File: src/rtl/ddr2_cmd_pkg.sv
package ddr2_cmd_pkg;
  typedef enum logic [4:0] {
    CMD_DESEL = 5'd0,
    CMD_NOP   = 5'd1,
    CMD_MRS   = 5'd2,
    CMD_REF   = 5'd3,
    CMD_SRE   = 5'd4,
    CMD_SRX   = 5'd5,
    CMD_PRE   = 5'd6,
    CMD_PREA  = 5'd7,
    CMD_ACT   = 5'd8,
    CMD_WR    = 5'd9,
    CMD_WRA   = 5'd10,
    CMD_RD    = 5'd11,
    CMD_RDA   = 5'd12,
    CMD_PDE   = 5'd13,
    CMD_PDX   = 5'd14,
    CMD_ILL   = 5'd15,
    CMD_HOLD  = 5'd16
  } cmd_e;

  typedef enum logic [1:0] {
    MODE_NORMAL  = 2'd0,
    MODE_PWRDN   = 2'd1,
    MODE_SELFREF = 2'd2
  } mode_e;
endpackage

File: src/rtl/ddr2_pin_decode.sv
module ddr2_pin_decode
  import ddr2_cmd_pkg::*;
(
  input  logic  cs_n,
  input  logic  ras_n,
  input  logic  cas_n,
  input  logic  we_n,
  input  logic  cke_prev,
  input  logic  cke,
  input  logic  a10,
  input  mode_e mode,
  output cmd_e  cmd
);
  logic [2:0] rcw;
  logic       idle_pat;
  logic       ref_pat;

  assign rcw      = {ras_n, cas_n, we_n};
  assign idle_pat = cs_n || (rcw == 3'b111);
  assign ref_pat  = !cs_n && (rcw == 3'b001);

  always_comb begin
    cmd = CMD_ILL;
    case ({cke_prev, cke})
      2'b11: begin
        if (cs_n) begin
          cmd = CMD_DESEL;
        end else begin
          case (rcw)
            3'b111:  cmd = CMD_NOP;
            3'b000:  cmd = CMD_MRS;
            3'b001:  cmd = CMD_REF;
            3'b010:  cmd = a10 ? CMD_PREA : CMD_PRE;
            3'b011:  cmd = CMD_ACT;
            3'b100:  cmd = a10 ? CMD_WRA : CMD_WR;
            3'b101:  cmd = a10 ? CMD_RDA : CMD_RD;
            default: cmd = CMD_ILL;
          endcase
        end
      end
      2'b10: begin
        if (ref_pat)       cmd = CMD_SRE;
        else if (idle_pat) cmd = CMD_PDE;
        else               cmd = CMD_ILL;
      end
      2'b01: begin
        if (mode == MODE_SELFREF)                cmd = CMD_SRX;
        else if (mode == MODE_PWRDN && idle_pat) cmd = CMD_PDX;
        else                                     cmd = CMD_ILL;
      end
      default: begin
        cmd = (mode != MODE_NORMAL) ? CMD_HOLD : CMD_ILL;
      end
    endcase
  end
endmodule

File: src/rtl/ddr2_bank_track.sv
module ddr2_bank_track #(
  parameter int BANK_W = 3,
  localparam int NBANK = 1 << BANK_W
) (
  input  logic              clk,
  input  logic              clr,
  input  logic              open_req,
  input  logic              close_one,
  input  logic              close_all,
  input  logic [BANK_W-1:0] bank,
  output logic [NBANK-1:0]  open_o
);
  for (genvar g = 0; g < NBANK; g++) begin : g_bank
    logic hit;
    assign hit = (bank == BANK_W'(g));
    always_ff @(posedge clk) begin
      if (clr)                            open_o[g] <= 1'b0;
      else if (close_all)                 open_o[g] <= 1'b0;
      else if (hit && close_one)          open_o[g] <= 1'b0;
      else if (hit && open_req)           open_o[g] <= 1'b1;
    end
  end
endmodule

File: src/rtl/ddr2_burst_guard.sv
module ddr2_burst_guard #(
  parameter int BANK_W    = 3,
  parameter int BURST_CYC = 2,
  localparam int BC_W     = $clog2(BURST_CYC + 1)
) (
  input  logic              clk,
  input  logic              clr,
  input  logic              start,
  input  logic              hit_bank_cmd,
  input  logic              hit_any_cmd,
  input  logic [BANK_W-1:0] bank,
  output logic              conflict
);
  logic [BC_W-1:0]   left_q;
  logic [BANK_W-1:0] bank_q;
  logic              busy;

  assign busy     = (left_q != '0);
  assign conflict = busy && (hit_any_cmd || (hit_bank_cmd && bank == bank_q));

  always_ff @(posedge clk) begin
    if (clr) begin
      left_q <= '0;
      bank_q <= '0;
    end else if (start) begin
      left_q <= BC_W'(BURST_CYC - 1);
      bank_q <= bank;
    end else if (busy) begin
      left_q <= left_q - 1'b1;
    end
  end
endmodule

File: src/rtl/ddr2_pd_timer.sv
module ddr2_pd_timer #(
  parameter int CNT_W = 16
) (
  input  logic             clk,
  input  logic             clr,
  input  logic             start,
  input  logic             tick,
  input  logic [CNT_W-1:0] limit,
  output logic             over
);
  logic [CNT_W-1:0] cnt_q;

  assign over = tick && (cnt_q >= limit);

  always_ff @(posedge clk) begin
    if (clr || start)                cnt_q <= '0;
    else if (tick && cnt_q != '1)    cnt_q <= cnt_q + 1'b1;
  end
endmodule

File: src/rtl/ddr2_cmd_mon.sv
module ddr2_cmd_mon
  import ddr2_cmd_pkg::*;
#(
  parameter int BANK_W    = 3,
  parameter int BURST_CYC = 2,
  parameter int PD_CNT_W  = 16
) (
  input  logic                clk,
  input  logic                rst,
  input  logic                reinit,
  input  logic                cs_n,
  input  logic                ras_n,
  input  logic                cas_n,
  input  logic                we_n,
  input  logic                cke,
  input  logic [BANK_W-1:0]   ba,
  input  logic                a10,
  input  logic [PD_CNT_W-1:0] pd_limit,
  output logic [4:0]          cmd_o,
  output logic [BANK_W-1:0]   bank_o,
  output logic                err_o
);
  localparam int NBANK = 1 << BANK_W;

  logic             clr;
  logic             cke_q;
  mode_e            mode_q;
  cmd_e             dec_cmd;
  cmd_e             cmd_q;
  logic [NBANK-1:0] open_vec;
  logic             any_open;
  logic             is_rdwr;
  logic             has_bank;
  logic             conflict;
  logic             pd_over;
  logic             err_now;

  assign clr      = rst || reinit;
  assign any_open = |open_vec;
  assign is_rdwr  = (dec_cmd == CMD_WR) || (dec_cmd == CMD_WRA) ||
                    (dec_cmd == CMD_RD) || (dec_cmd == CMD_RDA);
  assign has_bank = is_rdwr || (dec_cmd == CMD_MRS) || (dec_cmd == CMD_PRE) ||
                    (dec_cmd == CMD_ACT);

  ddr2_pin_decode u_decode (
    .cs_n     (cs_n),
    .ras_n    (ras_n),
    .cas_n    (cas_n),
    .we_n     (we_n),
    .cke_prev (cke_q),
    .cke      (cke),
    .a10      (a10),
    .mode     (mode_q),
    .cmd      (dec_cmd)
  );

  ddr2_bank_track #(.BANK_W(BANK_W)) u_banks (
    .clk       (clk),
    .clr       (clr),
    .open_req  (dec_cmd == CMD_ACT),
    .close_one ((dec_cmd == CMD_PRE) || (dec_cmd == CMD_WRA) || (dec_cmd == CMD_RDA)),
    .close_all (dec_cmd == CMD_PREA),
    .bank      (ba),
    .open_o    (open_vec)
  );

  ddr2_burst_guard #(.BANK_W(BANK_W), .BURST_CYC(BURST_CYC)) u_burst (
    .clk          (clk),
    .clr          (clr),
    .start        (is_rdwr),
    .hit_bank_cmd (is_rdwr || (dec_cmd == CMD_PRE)),
    .hit_any_cmd  (dec_cmd == CMD_PREA),
    .bank         (ba),
    .conflict     (conflict)
  );

  ddr2_pd_timer #(.CNT_W(PD_CNT_W)) u_pdtim (
    .clk   (clk),
    .clr   (clr),
    .start (dec_cmd == CMD_PDE),
    .tick  ((dec_cmd == CMD_HOLD) && (mode_q == MODE_PWRDN)),
    .limit (pd_limit),
    .over  (pd_over)
  );

  assign err_now = (dec_cmd == CMD_ILL) ||
                   ((dec_cmd == CMD_ACT) && open_vec[ba]) ||
                   (is_rdwr && !open_vec[ba]) ||
                   (((dec_cmd == CMD_REF) || (dec_cmd == CMD_SRE)) && any_open) ||
                   conflict || pd_over;

  always_ff @(posedge clk) begin
    if (clr) begin
      cke_q  <= 1'b1;
      mode_q <= MODE_NORMAL;
      cmd_q  <= CMD_DESEL;
      bank_o <= '0;
      err_o  <= 1'b0;
    end else begin
      cke_q  <= cke;
      cmd_q  <= dec_cmd;
      bank_o <= has_bank ? ba : '0;
      err_o  <= err_o || err_now;
      case (dec_cmd)
        CMD_SRE: mode_q <= MODE_SELFREF;
        CMD_PDE: mode_q <= MODE_PWRDN;
        default: mode_q <= cke ? MODE_NORMAL : mode_q;
      endcase
    end
  end

  assign cmd_o = cmd_q;
endmodule

File: config.mk
export PLATFORM = sky130hd
export DESIGN_NAME = ddr2_cmd_mon
export DESIGN_NICKNAME = d
export VERILOG_FILES = /design/src/rtl/ddr2_cmd_pkg.sv /design/src/rtl/ddr2_pin_decode.sv /design/src/rtl/ddr2_bank_track.sv /design/src/rtl/ddr2_burst_guard.sv /design/src/rtl/ddr2_pd_timer.sv /design/src/rtl/ddr2_cmd_mon.sv
export SDC_FILE = /design/constraint.sdc
export NUM_CORES = 1
export LEC_CHECK = 0
export ABC_AREA = 1
export BUFFER_PORTS_ARGS = -buffer_cell sky130_fd_sc_hd__buf_2
export CAP_MARGIN = 15
export CORE_AREA = 2 2 99 101
export CTS_CLUSTER_DIAMETER = 60
export DETAILED_ROUTE_END_ITERATION = 8
export DIE_AREA = 0 0 101 103
export PLACE_DENSITY = 0.45
export SYNTH_ARGS = -nofsm -noshare
export SYNTH_HDL_FRONTEND = slang
export SYNTH_SLANG_ARGS = --single-unit
File: constraint.sdc
create_clock -name clk -period 1.76 [get_ports clk]
set_input_delay 0.088 -clock clk [delete_from_list [all_inputs] [get_ports clk]]
set_output_delay 0.088 -clock clk [all_outputs]
set_load 0.005 [all_outputs]
# ---- After elaboration in Yosys (flattened, before gate mapping)
# Cells that the tools add are included.
dict set report totals {
  reg_bits 41
  in_bits 28
  output_inout_bits 9
  wordCells 137
}
dict set report op_classes {
  add_sub_neg 2
  magnitude_cmp 2
  eq_ne 33
  muxes 17
  bitwise_logic 1
  n_reduce_logical 65
}
# op count
set op_table {}
lappend op_table {{$eq A5 B4 Y1 const B} 7}
lappend op_table {{$pmux W5 S7} 1}
lappend op_table {{$logic_and A1 B1 Y1} 26}
lappend op_table {{$reduce_or A3 Y1} 8}
lappend op_table {{$eq A3 B3 Y1 const B} 7}
lappend op_table {{$logic_or A1 B1 Y1} 20}
lappend op_table {{$mux W5} 4}
lappend op_table {{$add A16 B1 Y16 const B} 1}
lappend op_table {{$ge A16 B16 Y1} 1}
lappend op_table {{$ne A16 B16 Y1 const B} 1}
lappend op_table {{$eq A5 B3 Y1 const B} 3}
lappend op_table {{$pmux W5 S3} 1}
lappend op_table {{$eq A3 B2 Y1 const B} 4}
lappend op_table {{$eq A5 B2 Y1 const B} 2}
lappend op_table {{$reduce_or A8 Y1} 1}
lappend op_table {{$eq A2 B2 Y1 const B} 3}
lappend op_table {{$eq A3 B1 Y1 const B} 2}
lappend op_table {{$logic_not A3 Y1} 2}
lappend op_table {{$mux W2} 3}
lappend op_table {{$reduce_bool A2 Y1} 3}
lappend op_table {{$eq A5 B5 Y1 const B} 1}
lappend op_table {{$mux W1} 5}
lappend op_table {{$eq A2 B1 Y1 const B} 2}
lappend op_table {{$lt A3 B4 Y1 const B} 1}
lappend op_table {{other kinds (9)} 11}

# ---- Logic depth before layout (Yosys ltp)
dict set report depth {
  depth_word 17
  depth_mapped 17
  depth_no_buf 17
}

# ---- By module
# A second synthesis with hierarchy kept.
dict set report hier_totals {
  cells_unflattened 465
  area_unflattened_um2 2957.8
}
# mod n_inst cells_per_inst area_each_um2 seq_area_each_um2
set modules_own_cells {}
lappend modules_own_cells {ddr2_pd_timer 1 206 1346.3 320.3}
lappend modules_own_cells {ddr2_cmd_mon 1 102 631.9 240.2}
lappend modules_own_cells {ddr2_bank_track 1 61 442.9 160.2}
lappend modules_own_cells {ddr2_pin_decode 1 56 275.3 0.0}
lappend modules_own_cells {ddr2_burst_guard 1 40 261.5 100.1}

# ---- Worst setup path before layout
# Ideal clock, no wire load.
dict set report synth_timing {
  kind {reg-to-reg}
  start {reg cke_q}
  end {reg u_pdtim.cnt_q[5]}
  setup_time_ns 0.131
  arrival_time_ns 1.700
  t_required_ns 1.629
  setup_slack_ns -0.071
  path_stages_with_launch 12
  path_buffers 1
  period_less_slack_ns 1.831
  path_cell_list {dfxtp_1 inv_1 ha_1 inv_1 a21oi_1 inv_1 nand2_4 nor2_2 nand4_1 nand2_2 buf_6 nor3b_2}
}
dict set report synth_between {
  elab_chain_len 5
  elab_cells_between_ends 9
  cone_classes {eq/ne (5); mux (1); reduce/logical (3)}
}
# element line
set synth_rtl {}
lappend synth_rtl {{from (decl)} ddr2_cmd_mon.sv:26} ;# logic cke_q;
lappend synth_rtl {{from (signal assigned)} ddr2_cmd_mon.sv:100} ;# cke_q <= cke;
lappend synth_rtl {{$eq A2 B1 Y1 or $eq A2 B2 Y1 (tied branches)} ddr2_pin_decode.sv:24} ;# case ({cke_prev, cke})
lappend synth_rtl {{$pmux W5 S3 (*)} ddr2_pin_decode.sv:24}
lappend synth_rtl {{$eq A5 B5 Y1} ddr2_cmd_mon.sv:81} ;# .tick ((dec_cmd == CMD_HOLD) && (mode_q == MODE_PWRDN)),
lappend synth_rtl {{$logic_and A1 B1 Y1} ddr2_cmd_mon.sv:81}
lappend synth_rtl {{$logic_and A1 B1 Y1} ddr2_pd_timer.sv:17} ;# else if (tick && cnt_q != '1) cnt_q <= cnt_q + 1'b1;
lappend synth_rtl {{to (signal assigned)} ddr2_pd_timer.sv:17}
lappend synth_rtl {{to (decl)} ddr2_pd_timer.sv:11} ;# logic [CNT_W-1:0] cnt_q;
# Mark *: on every way between the ends. The rest lies on a longest branch, timed or not.
# A chain may end at the register's enable or synchronous reset.

# ---- Worst setup path in the final report
dict set report layout_timing {
  start {reg cke_q}
  end {reg u_pdtim.cnt_q[6]}
}
# The elaborated chain is that of the path after synthesis.

==> metrics.md <==
| Metric | Value |
|---|---|
| Status | complete, but fails checks |
| Failing checks | negative setup slack |
| Synth async-reset ratio | 0% |
| Worst Setup Slack, final | -0.0322 ns |
| CTS Buf Count | 5 |
| Period utilisation layout | 102% |
| Reg2Reg Setup Slack | -0.03 ns |
| WP data required | just under 2 ns |
| Clk slew on worst S/H paths | 0.08 ns |
| Post-synth cell types | 40 |
| Synthesized area | 2750 um^2 |
| Sink of the worst hold path | bank_o[1] |
| Share of cells above drive strength 1 | between 40% and 50% |
| Worst Reg-to-Reg Cells | 12 |
| RSZ-0062 raised after global routing | yes |
| Area of the multi-input gates | roughly 2000 um^2 |
| Slew headroom | between 70% and 80% |
| Largest net degree at the start of global routing | 13 |
| Via count | 2,819 |
| Avg Synthesized Cell Area | between 6 and 7 um^2 |
| Port buffer count | 36 |
| Number of synthesized flops with an enable pin | 0 |
| Final setup vio count | 12 |
| Synth warnings | 0 |
| Root Driver | clkbuf_8 |
| Slew @ Worst Pin | just over 0.3 ns |
| Largest area contributor in the synthesized netlist | dfxtp_1 |
| Worst Path Max Fanout | 5 |
| Initial DRC count | about 70 |
| Reg2reg end | u_pdtim.cnt_q[6] |
| Worst Hold Class | primary input to flip-flop |
| Worst Setup End Kind | flip-flop |
| Post-layout nets | approximately 550 |
| Diode count | 0 |
| Avg WL per Cell | ~12 um |
| Startpoint Class | flip-flop |
| Cell count after synthesis | approximately 390 |
| # fillers | between 900 and 1,000 |
| Top cells by area, synth | dfxtp_1 (30%), ha_1 (11%), nand2_1 (9.8%) |
| Tot GR Track Use | between 10% and 20% |
| Post-route cell area | roughly 4000 um^2 |
| VDD IR max | roughly 0.37 mV |
| Die area | approximately 10,000 um^2 |
| Worst-Skew Late Latency | slightly below 0.3 ns |
| Synth Flop Type | dfxtp_1 |
| GP Congestion | approximately 0.78 |
| Pwr Density | 576 nW/um^2 |
| Final worst path period need | approximately 1.8 ns |
| Hold Path Origin | ba[1] |
| CTS tree | built |
| WHS Path Cells | 3 |
| Maxcap violations | 0 |
| Initial antenna violation count | 0 |
| I/O pin count | 37 |
| Clock Skews | 0.00993 ns |
| Post-route ant nets | 0 |
| Synthesis-to-layout area growth | 45.5% |
| Post-route DRC | 0 |
| Row cnt | 36 |
| Via/cell ratio | between 4 and 5 |
| Final hold vios | 0 |
| Total wire length | a little over 7000 um |
| Register Area | a little over 800 um^2 |
| Vias in the first global route | 2,713 |
| Final Util | a little over two fifths |
| Hold Buf Count CTS | 0 |
| Post-synth top area share | ~30% |
| Clock tree buffer depth | 2 |
| Clock Sinks | 41 |
| Placed Area | around 3400 um^2 |
| CP arrival | approximately 2.0 ns |
| Register area share after synthesis | roughly 30% |
| Die H | between 100 and 150 um |
| Total grt overflow | 0 |
| First drt pass iteration count | 4 |
| Synthesized Nets | approximately 450 |
| Hpwl dp | 5340 um |
| Total power | approximately 2.3 mW |
| Starting Density | roughly 29% |
| Die W | roughly 100 um |
| First-pass GRT wire length | around 12,000 um |
| Slew Viols, Final | 0 |
| Flip-flop and latch count after synthesis | around 40 |
| H-tree levels | 2 |
| Core box area | 9460 um^2 |
| Reg2reg start | cke_q |
| Fmax | 558 MHz |
| Worst Setup Path Type | flip-flop to flip-flop |
| Leak | ~1.9 nW |
synth_stat cells (all sizes together) (4+ instances only):
| cell | count |
|---|---|
| a31oi | 7 |
| a21oi | 29 |
| inv | 66 |
| ha | 24 |
| dfxtp | 41 |
| a22oi | 4 |
| nand3 | 34 |
| nand2 | 84 |
| nand4 | 11 |
| xor2 | 4 |
| nor2 | 43 |
| o21ai | 17 |
| nor3 | 10 |
worst max-delay path by stage:
stage / cells after the start / start / slack (ns) / to
after floorplan: 9 / u_pdtim.cnt_q[1] / 0.01 / u_pdtim.cnt_q[14]
after global placement: 15 / ras_n / -0.14 / bank_o[0]
after detailed placement: 15 / ras_n / -0.15 / bank_o[0]
after CTS: 12 / cke_q / 0.001 / u_pdtim.cnt_q[8]
after global routing: 12 / cke_q / -0.14 / u_banks.open_o[5]
final: 12 / cke_q / -0.03 / u_pdtim.cnt_q[6]
kinds of logic (layout without fill, tap and decap cells):
family / Yosys count / after routing / share of synthesized area, %
AND/OR/NAND/NOR: 191 / 191 / 34.4
adder cells (fa/ha/maj): 24 / 24 / 10.9
XOR/XNOR: 7 / 7 / 2.23
buffers and inverters: 71 / 171 / 10.0
flip-flops: 41 / 41 / 29.9
AO/OA/AOI/OAI: 60 / 60 / 12.6
registers in the layout, summed over array words and instances (netlist names):
register	count
bank_o	3
cke_q	1
cmd_o	5
err_o	1
mode_q	2
u_banks.open_o	8
u_burst.bank_q	3
u_burst.left_q	2
u_pdtim.cnt_q	16
power breakdown:
group	switching, mW	internal [mW]	leakage [nW]	total [mW]
Sequential	0.0121	0.947	0.334	0.959
Clock	0.331	0.413	0.0540	0.744
Combinational	0.328	0.272	1.48	0.600
Total	0.671	1.63	1.86	2.30
through the flow:
step / setup TNS [ns] / instances / worst slack [ns] / hold WS (ns)
2_1_floorplan: 0 / 394 / 0.0137 / 0.223
3_3_place_gp: -2.75 / 590 / -0.142 / 0.406
3_5_place_dp: -3.36 / 590 / -0.146 / 0.405
4_1_cts: 0 / 601 / 0.00122 / 0.0887
5_1_grt: -3.04 / 608 / -0.142 / 0.142
6_report: -0.121 / 608 / -0.0322 / 0.113
critical path, stage by stage (launching register included):
cell,delay (ns)
dfxtp_4,0.37
inv_4,0.07
ha_4,0.16
inv_4,0.04
and2_4,0.15
nand3_4,0.12
inv_2,0.05
nor2_4,0.14
nand4_1,0.19
nand2_4,0.17
buf_6,0.11
nor2_2,0.02
o21a_1,0.09
cell usage in the layout, fill, tap and decap left out, types with 6 or more instances in the layout:
| cell type | n |
|---|---|
| nand2_1 | 62 |
| inv_1 | 55 |
| buf_4 | 48 |
| buf_2 | 36 |
| dfxtp_1 | 35 |
| nor2_1 | 29 |
| nand3_1 | 21 |
| ha_1 | 20 |
| a21oi_1 | 18 |
| nand2_2 | 13 |
| buf_6 | 12 |
| nand4_1 | 11 |
| o21ai_2 | 10 |
| a21oi_2 | 10 |
| nand3_2 | 9 |
| nand2_4 | 8 |
| inv_2 | 7 |
| nor2_2 | 7 |
| nor2_4 | 7 |
| a31oi_1 | 7 |
| o21ai_0 | 6 |
routing by layer:
| metal | vias up | wire length (um) | GRT usage (%) |
|---|---|---|---|
| met5 | - | 0 | 0 |
| met4 | 0 | 64 | 3.12 |
| met3 | 7 | 137 | 2.44 |
| met2 | 27 | 3740 | 26.0 |
| met1 | 1292 | 3150 | 16.7 |
| li1 | 1493 | - | - |
cell type report:
| cell class | instances | share of cell area [%] |
|---|---|---|
| Timing Repair Buffer | 96 | 16.9 |
| Inverter | 68 | 6.76 |
| Clock inverter | 2 | 0.876 |
| Multi-Input combinational cell | 282 | 49.4 |
| Clock buffer | 5 | 1.72 |
| Sequential cell | 41 | 20.8 |
| Tap cell | 114 | 3.57 |
what timing repair did:
action | 4_1_cts | 5_1_grt
endpoints found under the hold margin | 0 | 0
setup endpoints to repair | 34 | 35
pin swaps | 17 | 31
buffers inserted | 4 | 7
resized for setup | 37 | 77
cloned | 0 | 0
(Power assumes the default switching activity.)
